File: config.mk
export PLATFORM = sky130hd
export DESIGN_NAME = eeprom_read_seq
export DESIGN_NICKNAME = d
export VERILOG_FILES = /design/src/rtl/eerd_pkg.sv /design/src/rtl/eerd_sel_match.sv /design/src/rtl/eerd_addr_ctr.sv /design/src/rtl/eeprom_read_seq.sv
export SDC_FILE = /design/constraint.sdc
export NUM_CORES = 1
export LEC_CHECK = 0
export CAP_MARGIN = 40
export CORE_ASPECT_RATIO = 1.25
export CORE_MARGIN = 5
export CORE_UTILIZATION = 30
export CTS_BUF_LIST = sky130_fd_sc_hd__clkbuf_16
export DETAILED_ROUTE_END_ITERATION = 10
export PLACE_DENSITY_LB_ADDON = 0.12
export SYNTH_ARGS = -nofsm -noshare
export SYNTH_HDL_FRONTEND = slang
export SYNTH_SLANG_ARGS = --single-unit
File: constraint.sdc
create_clock -name clk -period 6.76 [get_ports clk]
set_input_delay 0.676 -clock clk [delete_from_list [all_inputs] [get_ports clk]]
set_output_delay 0.676 -clock clk [all_outputs]
set_load 0.1 [all_outputs]
File: src/rtl/eerd_pkg.sv
package eerd_pkg;

  typedef enum logic [2:0] {
    RS_IDLE,
    RS_SEL,
    RS_ADDR,
    RS_WDATA,
    RS_READ
  } rs_state_e;

  localparam logic [3:0] DEV_TYPE = 4'b1010;

  // number of select bits that carry address instead of chip identity
  function automatic int sel_addr_bits(input int aw);
    return (aw > 8) ? (aw - 8) : 0;
  endfunction

endpackage

File: src/rtl/eerd_sel_match.sv
module eerd_sel_match #(
  parameter int ADDR_W = 9
) (
  input  logic [7:0] sel_byte,
  input  logic [2:0] chip_id,
  input  logic [6:0] first_sel,
  output logic       dev_hit,
  output logic       same_hit
);
  import eerd_pkg::*;

  localparam int        HI_W    = sel_addr_bits(ADDR_W);
  localparam logic [2:0] ID_MASK = 3'b111 << HI_W;

  always_comb begin
    dev_hit  = (sel_byte[7:4] == DEV_TYPE) &&
               (((sel_byte[3:1] ^ chip_id) & ID_MASK) == 3'b000);
    same_hit = (sel_byte[7:1] == first_sel);
  end

endmodule

File: src/rtl/eerd_addr_ctr.sv
module eerd_addr_ctr #(
  parameter int ADDR_W = 9
) (
  input  logic              clk,
  input  logic              rst_n,
  input  logic              load,
  input  logic [ADDR_W-1:0] load_val,
  input  logic              inc,
  output logic [ADDR_W-1:0] cnt
);

  logic [ADDR_W-1:0] cnt_q, cnt_d;

  always_comb begin
    cnt_d = cnt_q;
    if (load)     cnt_d = load_val;
    else if (inc) cnt_d = cnt_q + 1'b1;
  end

  always_ff @(posedge clk or negedge rst_n) begin
    if (!rst_n)            cnt_q <= '0;
    else if (load || inc)  cnt_q <= cnt_d;
  end

  assign cnt = cnt_q;

  // the sequencer never loads and advances in one cycle
  assert_load_inc_excl_R3: assert property (@(posedge clk) disable iff (!rst_n)
    !(load && inc));

endmodule

File: src/rtl/eeprom_read_seq.sv
module eeprom_read_seq #(
  parameter int ADDR_W = 9
) (
  input  logic              clk,
  input  logic              rst_n,
  input  logic [2:0]        chip_id,
  input  logic              bus_start,
  input  logic              bus_stop,
  input  logic              rx_valid,
  input  logic [7:0]        rx_byte,
  input  logic              ack_valid,
  input  logic              ack_low,
  input  logic [7:0]        mem_rdata,
  output logic              rx_ack,
  output logic [ADDR_W-1:0] mem_addr,
  output logic [7:0]        tx_byte,
  output logic              tx_valid
);
  import eerd_pkg::*;

  localparam int HI_W = sel_addr_bits(ADDR_W);

  rs_state_e         st_q, st_d;
  logic              loaded_q, loaded_d;
  logic [6:0]        first_q, first_d;
  logic              ack_q, ack_d;
  logic              txv_q, txv_d;
  logic [7:0]        txb_q;
  logic              dev_hit, same_hit;
  logic              fetch, load;
  logic [ADDR_W-1:0] load_val, cnt;

  eerd_sel_match #(.ADDR_W(ADDR_W)) u_match (
    .sel_byte (rx_byte),
    .chip_id  (chip_id),
    .first_sel(first_q),
    .dev_hit  (dev_hit),
    .same_hit (same_hit)
  );

  generate
    if (HI_W > 0) begin : g_hi_addr
      assign load_val = {first_q[HI_W-1:0], rx_byte};
    end else begin : g_lo_addr
      assign load_val = rx_byte[ADDR_W-1:0];
    end
  endgenerate

  eerd_addr_ctr #(.ADDR_W(ADDR_W)) u_ctr (
    .clk     (clk),
    .rst_n   (rst_n),
    .load    (load),
    .load_val(load_val),
    .inc     (fetch),
    .cnt     (cnt)
  );

  // next-state
  always_comb begin
    st_d     = st_q;
    loaded_d = loaded_q;
    first_d  = first_q;
    ack_d    = 1'b0;
    txv_d    = txv_q;
    fetch    = 1'b0;
    load     = 1'b0;
    if (bus_stop) begin
      st_d     = RS_IDLE;
      txv_d    = 1'b0;
      loaded_d = 1'b0;
    end else if (bus_start) begin
      st_d     = RS_SEL;
      txv_d    = 1'b0;
      loaded_d = (st_q == RS_WDATA);
    end else begin
      case (st_q)
        RS_SEL: if (rx_valid) begin
          if (!dev_hit) begin
            st_d = RS_IDLE;
          end else if (!rx_byte[0]) begin
            first_d = rx_byte[7:1];
            ack_d   = 1'b1;
            st_d    = RS_ADDR;
          end else if (!loaded_q || same_hit) begin
            ack_d    = 1'b1;
            fetch    = 1'b1;
            txv_d    = 1'b1;
            loaded_d = 1'b0;
            st_d     = RS_READ;
          end else begin
            st_d = RS_IDLE;
          end
        end
        RS_ADDR: if (rx_valid) begin
          load     = 1'b1;
          ack_d    = 1'b1;
          loaded_d = 1'b1;
          st_d     = RS_WDATA;
        end
        RS_READ: if (ack_valid) begin
          if (ack_low) begin
            fetch = 1'b1;
          end else begin
            txv_d = 1'b0;
            st_d  = RS_IDLE;
          end
        end
        default: ;
      endcase
    end
  end

  // registers
  always_ff @(posedge clk or negedge rst_n) begin
    if (!rst_n) begin
      st_q     <= RS_IDLE;
      loaded_q <= 1'b0;
      first_q  <= '0;
      ack_q    <= 1'b0;
      txv_q    <= 1'b0;
    end else begin
      st_q     <= st_d;
      loaded_q <= loaded_d;
      first_q  <= first_d;
      ack_q    <= ack_d;
      txv_q    <= txv_d;
    end
  end

  always_ff @(posedge clk or negedge rst_n) begin
    if (!rst_n)     txb_q <= '0;
    else if (fetch) txb_q <= mem_rdata;
  end

  assign rx_ack   = ack_q;
  assign tx_valid = txv_q;
  assign tx_byte  = txb_q;
  assign mem_addr = cnt;

  // ---------------- assertions ----------------
  assert_ack_after_byte_R2: assert property (@(posedge clk) disable iff (!rst_n)
    rx_ack |-> $past(rx_valid));

  assert_addr_load_R3: assert property (@(posedge clk) disable iff (!rst_n)
    (st_q == RS_ADDR && rx_valid && !bus_start && !bus_stop) |=> (rx_ack && !tx_valid));

  assert_fetch_advances_R4: assert property (@(posedge clk) disable iff (!rst_n)
    fetch |=> (mem_addr == ADDR_W'($past(mem_addr) + 1'b1)) && tx_valid);

  assert_noack_ends_R7: assert property (@(posedge clk) disable iff (!rst_n)
    (st_q == RS_READ && ack_valid && !ack_low && !bus_start && !bus_stop) |=> !tx_valid);

  assert_wrap_to_zero_R8: assert property (@(posedge clk) disable iff (!rst_n)
    (fetch && mem_addr == '1) |=> (mem_addr == '0));

  assert_stop_silences_R9: assert property (@(posedge clk) disable iff (!rst_n)
    bus_stop |=> (!tx_valid && !rx_ack && $stable(mem_addr)));

  assert_wdata_ignored_R10: assert property (@(posedge clk) disable iff (!rst_n)
    (st_q == RS_WDATA && rx_valid && !bus_start && !bus_stop) |=> (!rx_ack && $stable(mem_addr)));

endmodule

==> impl_metrics.py <==
metrics = {
    "critical_path": {
        "critical_path.most_common_cell": "or4_4",
        "criticalPathCategory": "input pin to flip-flop",
        "timing.critical_path.buf_inv": 1,
        "timing.critical_path.fanout_max": 22,
        "critical-path-max-stage-delay_ns": 0.56,
        "path_delay_family": "simple AND/OR/NAND/NOR gates",
        "arrival_ns": 3.48,
        "timing.critical_path.required_ns": 6.95,
        "endpoint_kind": "flip-flop",
        "logic_depth_of_the_worst_setup_path_including_buffers": 7,
        "cpMaxStageDelayCell": "or4_4",
        "critical_path.cell_chain": "clkdlybuf4s50_1, nand4bb_1, or4_4, or4_4, and2_4, or4_1, a31oi_1",
        "timing.critical_path.from_type": "input pin",
        "timing.reg2reg.worst_path_depth": 6,
    },
    "timing": {
        "setup_viol": 0,
        "largest_clock_skew_in_the_final_design_ns": 0.00198,
        "setup_tns_ns": 0,
        "drv_slew": 0,
        "fin_crit_sh_pct": 48.7,
        "rsz0062_at_grt": "false",
        "timing.final.crit_period_ns": 3.29,
        "timing_worst_slew_pin_value_ns": 0.563,
        "max_freq_mhz": 304,
        "final_hold_viol_count": 0,
        "fin_ws_ns": 3.47,
        "maxSlewHeadroom_pct": 62.2,
    },
    "clock_network": {
        "post_cts_resized": 0,
        "clkLatencyLatePin_ns": 0.27,
        "htree_num_levels": 2,
        "cts_hold_buffers": 0,
        "cts_root_buffer": "clkbuf_16",
        "cts.sink_count": 30,
        "max-clock-path-buffers": 2,
        "tritoncts_buffers": 5,
        "clk_transition_reported_paths_ns": 0.05,
        "post-cts-setup-buffer-count": 0,
        "tritoncts": "built",
    },
    "routing": {
        "drt_pass1_iterations": 4,
        "remaining_drc_errors": 0,
        "num_vias": 1409,
        "route.detailed.vias_per_inst": 5.09,
        "detailedRoute.firstIterationViolations": 57,
        "drtAntennaViolNets": 0,
        "drt-wirelength-per-cell_um": 15.0,
        "routed_wirelength_mm": 4.16,
    },
    "outcome": {
        "status": "completed",
    },
    "logic_synthesis": {
        "synthDistinctLibCells": 39,
        "synth_seq_cells": 30,
        "ys_dominant_reg_cell": "dfrtp_1",
        "syn_inst": 152,
        "syn_nets": 179,
        "ys_seq_area_share_pct": 46.9,
        "synth_area_per_cell_um2": 10.5,
        "post_syn_area_um2": 1600,
        "synth-edff-count": 0,
        "ys_async_sr_fraction_pct": 100,
        "ys.warnings.count": 0,
    },
    "power_and_ir_drop": {
        "cellLeakagePower_nw": 1.05,
        "power.density_cell_area_nw_per_um2": 170,
        "power.ir.vdd_worst_uv": 100,
    },
    "floorplan": {
        "die-area_um2": 6900,
        "coreArea_um2": 5120,
        "num_io_pins": 45,
        "row_count": 29,
        "chipWidth_um": 75.3,
        "die_h_um": 91.7,
        "initial_utilization_pct": 31.3,
    },
    "finish": {
        "antenna_cells_inserted": 0,
        "instances_no_fill": 277,
        "final_net_count": 241,
        "layout_common_cells": "clkdlybuf4s50_1 (43), dfrtp_1 (30), buf_8 (17)",
        "share_of_cells_above_drive_strength_1_pct": 20.0,
        "finish.instance_area_um2": 2520,
        "most_common_library_cell_in_the_layout_ignoring_fill_and_taps": "clkdlybuf4s50_1",
        "syn_to_final_growth_pct": 57.3,
    },
    "hold_path": {
        "whs_path_depth": 1,
        "holdCritPathClass": "flip-flop to flip-flop",
    },
    "global_routing": {
        "grt_pass1_vias": 1502,
        "grt_remaining_overflow": 0,
        "global_route_wire_length_before_repair_mm": 7.11,
        "grt_start_max_net_pins": 31,
        "gr-usage-all-layers_pct": 13.1,
        "antenna_violations_before_repair": 0,
    },
    "placement": {
        "placed_cells_incl_taps": 269,
        "place.gp.congestion": 0.841,
        "number_of_buffers_added_on_ports": 43,
        "dp_worst_setup_slack_ns": 3.19,
        "placedInstanceArea_um2": 2380,
        "dp_hpwl_mm": 3.10,
    },
    "job": {
        "number_of_maximum_capacitance_violations": 0,
    },
}
[metal layers]
metal	track usage [%]	up-vias	part of all wire, %
met2	20.0	40	48
li1	-	683	-
met3	3.61	8	5.2
met5	0	-	0
met1	17.4	678	45
met4	4.81	0	1.8
[flip-flops by register name, summed over array words and instances, names as in the netlist]
signal / count
st_q: 3
rx_ack: 1
loaded_q: 1
tx_valid: 1
u_ctr.cnt: 9
tx_byte: 8
first_q: 7
[where the power goes]
| group | switching [mW] | leakage [nW] | internal (mW) | total (mW) |
|---|---|---|---|---|
| Combinational | 0.0177 | 0.555 | 0.0198 | 0.0375 |
| Clock | 0.0747 | 0.0724 | 0.133 | 0.207 |
| Sequential | 0.00213 | 0.418 | 0.181 | 0.183 |
[final cells by class]
type	count	area (µm²)
sequential	30	751
inverter	1	3.75
timing repair buffer	63	748
clock inverter	3	12.5
tap	62	77.6
multi-input combinational	113	800
clock buffer	5	125
fill	443	2600
[final timing paths]
check                                       start                  endpoint  slack, ns
min in group asynchronous                   rst_n    tx_byte[7]$_DFFE_PN0P_       0.80
min reg2reg                first_q[6]$_DFFE_PN0P_    first_q[6]$_DFFE_PN0P_       0.50
max in group asynchronous                   rst_n    first_q[1]$_DFFE_PN0P_       5.67
max reg2reg                   st_q[0]$_DFFE_PN0P_  u_ctr.cnt[7]$_DFFE_PN0P_       3.86
min                        first_q[6]$_DFFE_PN0P_    first_q[6]$_DFFE_PN0P_       0.50
max                                    rx_byte[6]  u_ctr.cnt[7]$_DFFE_PN0P_       3.47
[per-stage QoR]
stage	total power, mW	util, %	hold WS, ns
after floorplan	0.198	-	0.380
after detailed placement	0.224	46.5	0.482
after global placement	0.222	40.5	0.470
final	0.428	49.2	0.501
after global routing	0.445	49.2	0.524
after CTS	0.433	49.2	0.506
[cell families after synthesis]
| kind of cell | after synthesis | share of synthesized area, % |
|---|---|---|
| DFF | 30 | 46.9 |
| AOI/OAI and AO/OA | 31 | 12.4 |
| buffers and inverters | 9 | 3.13 |
| muxes | 12 | 8.37 |
| adders and majority gates | 1 | 0.782 |
| and+or+nand+nor | 56 | 21.3 |
| xor gates and xnor gates | 13 | 7.11 |
[cell usage after synthesis, types with 2 or more instances]
library cell | n | area (µm²)
o21ai_0 | 5 | 25.0
nand3_1 | 7 | 35.0
a21oi_1 | 7 | 35.0
nand4_1 | 4 | 25.0
mux2_2 | 11 | 124
a31oi_1 | 5 | 31.3
clkbuf_1 | 5 | 18.8
nand2_1 | 8 | 30.0
a211oi_1 | 2 | 15.0
buf_6 | 2 | 22.5
nor4_1 | 3 | 18.8
o211ai_1 | 2 | 15.0
nand2b_1 | 3 | 18.8
or4_1 | 5 | 37.5
xor2_1 | 4 | 35.0
or4_4 | 2 | 22.5
and2_1 | 2 | 12.5
xnor2_1 | 9 | 78.8
o31ai_1 | 4 | 30.0
nor3_1 | 2 | 10.0
nor2_1 | 11 | 41.3
dfrtp_1 | 30 | 751
or3_1 | 3 | 18.8
(Power assumes the default switching activity.)
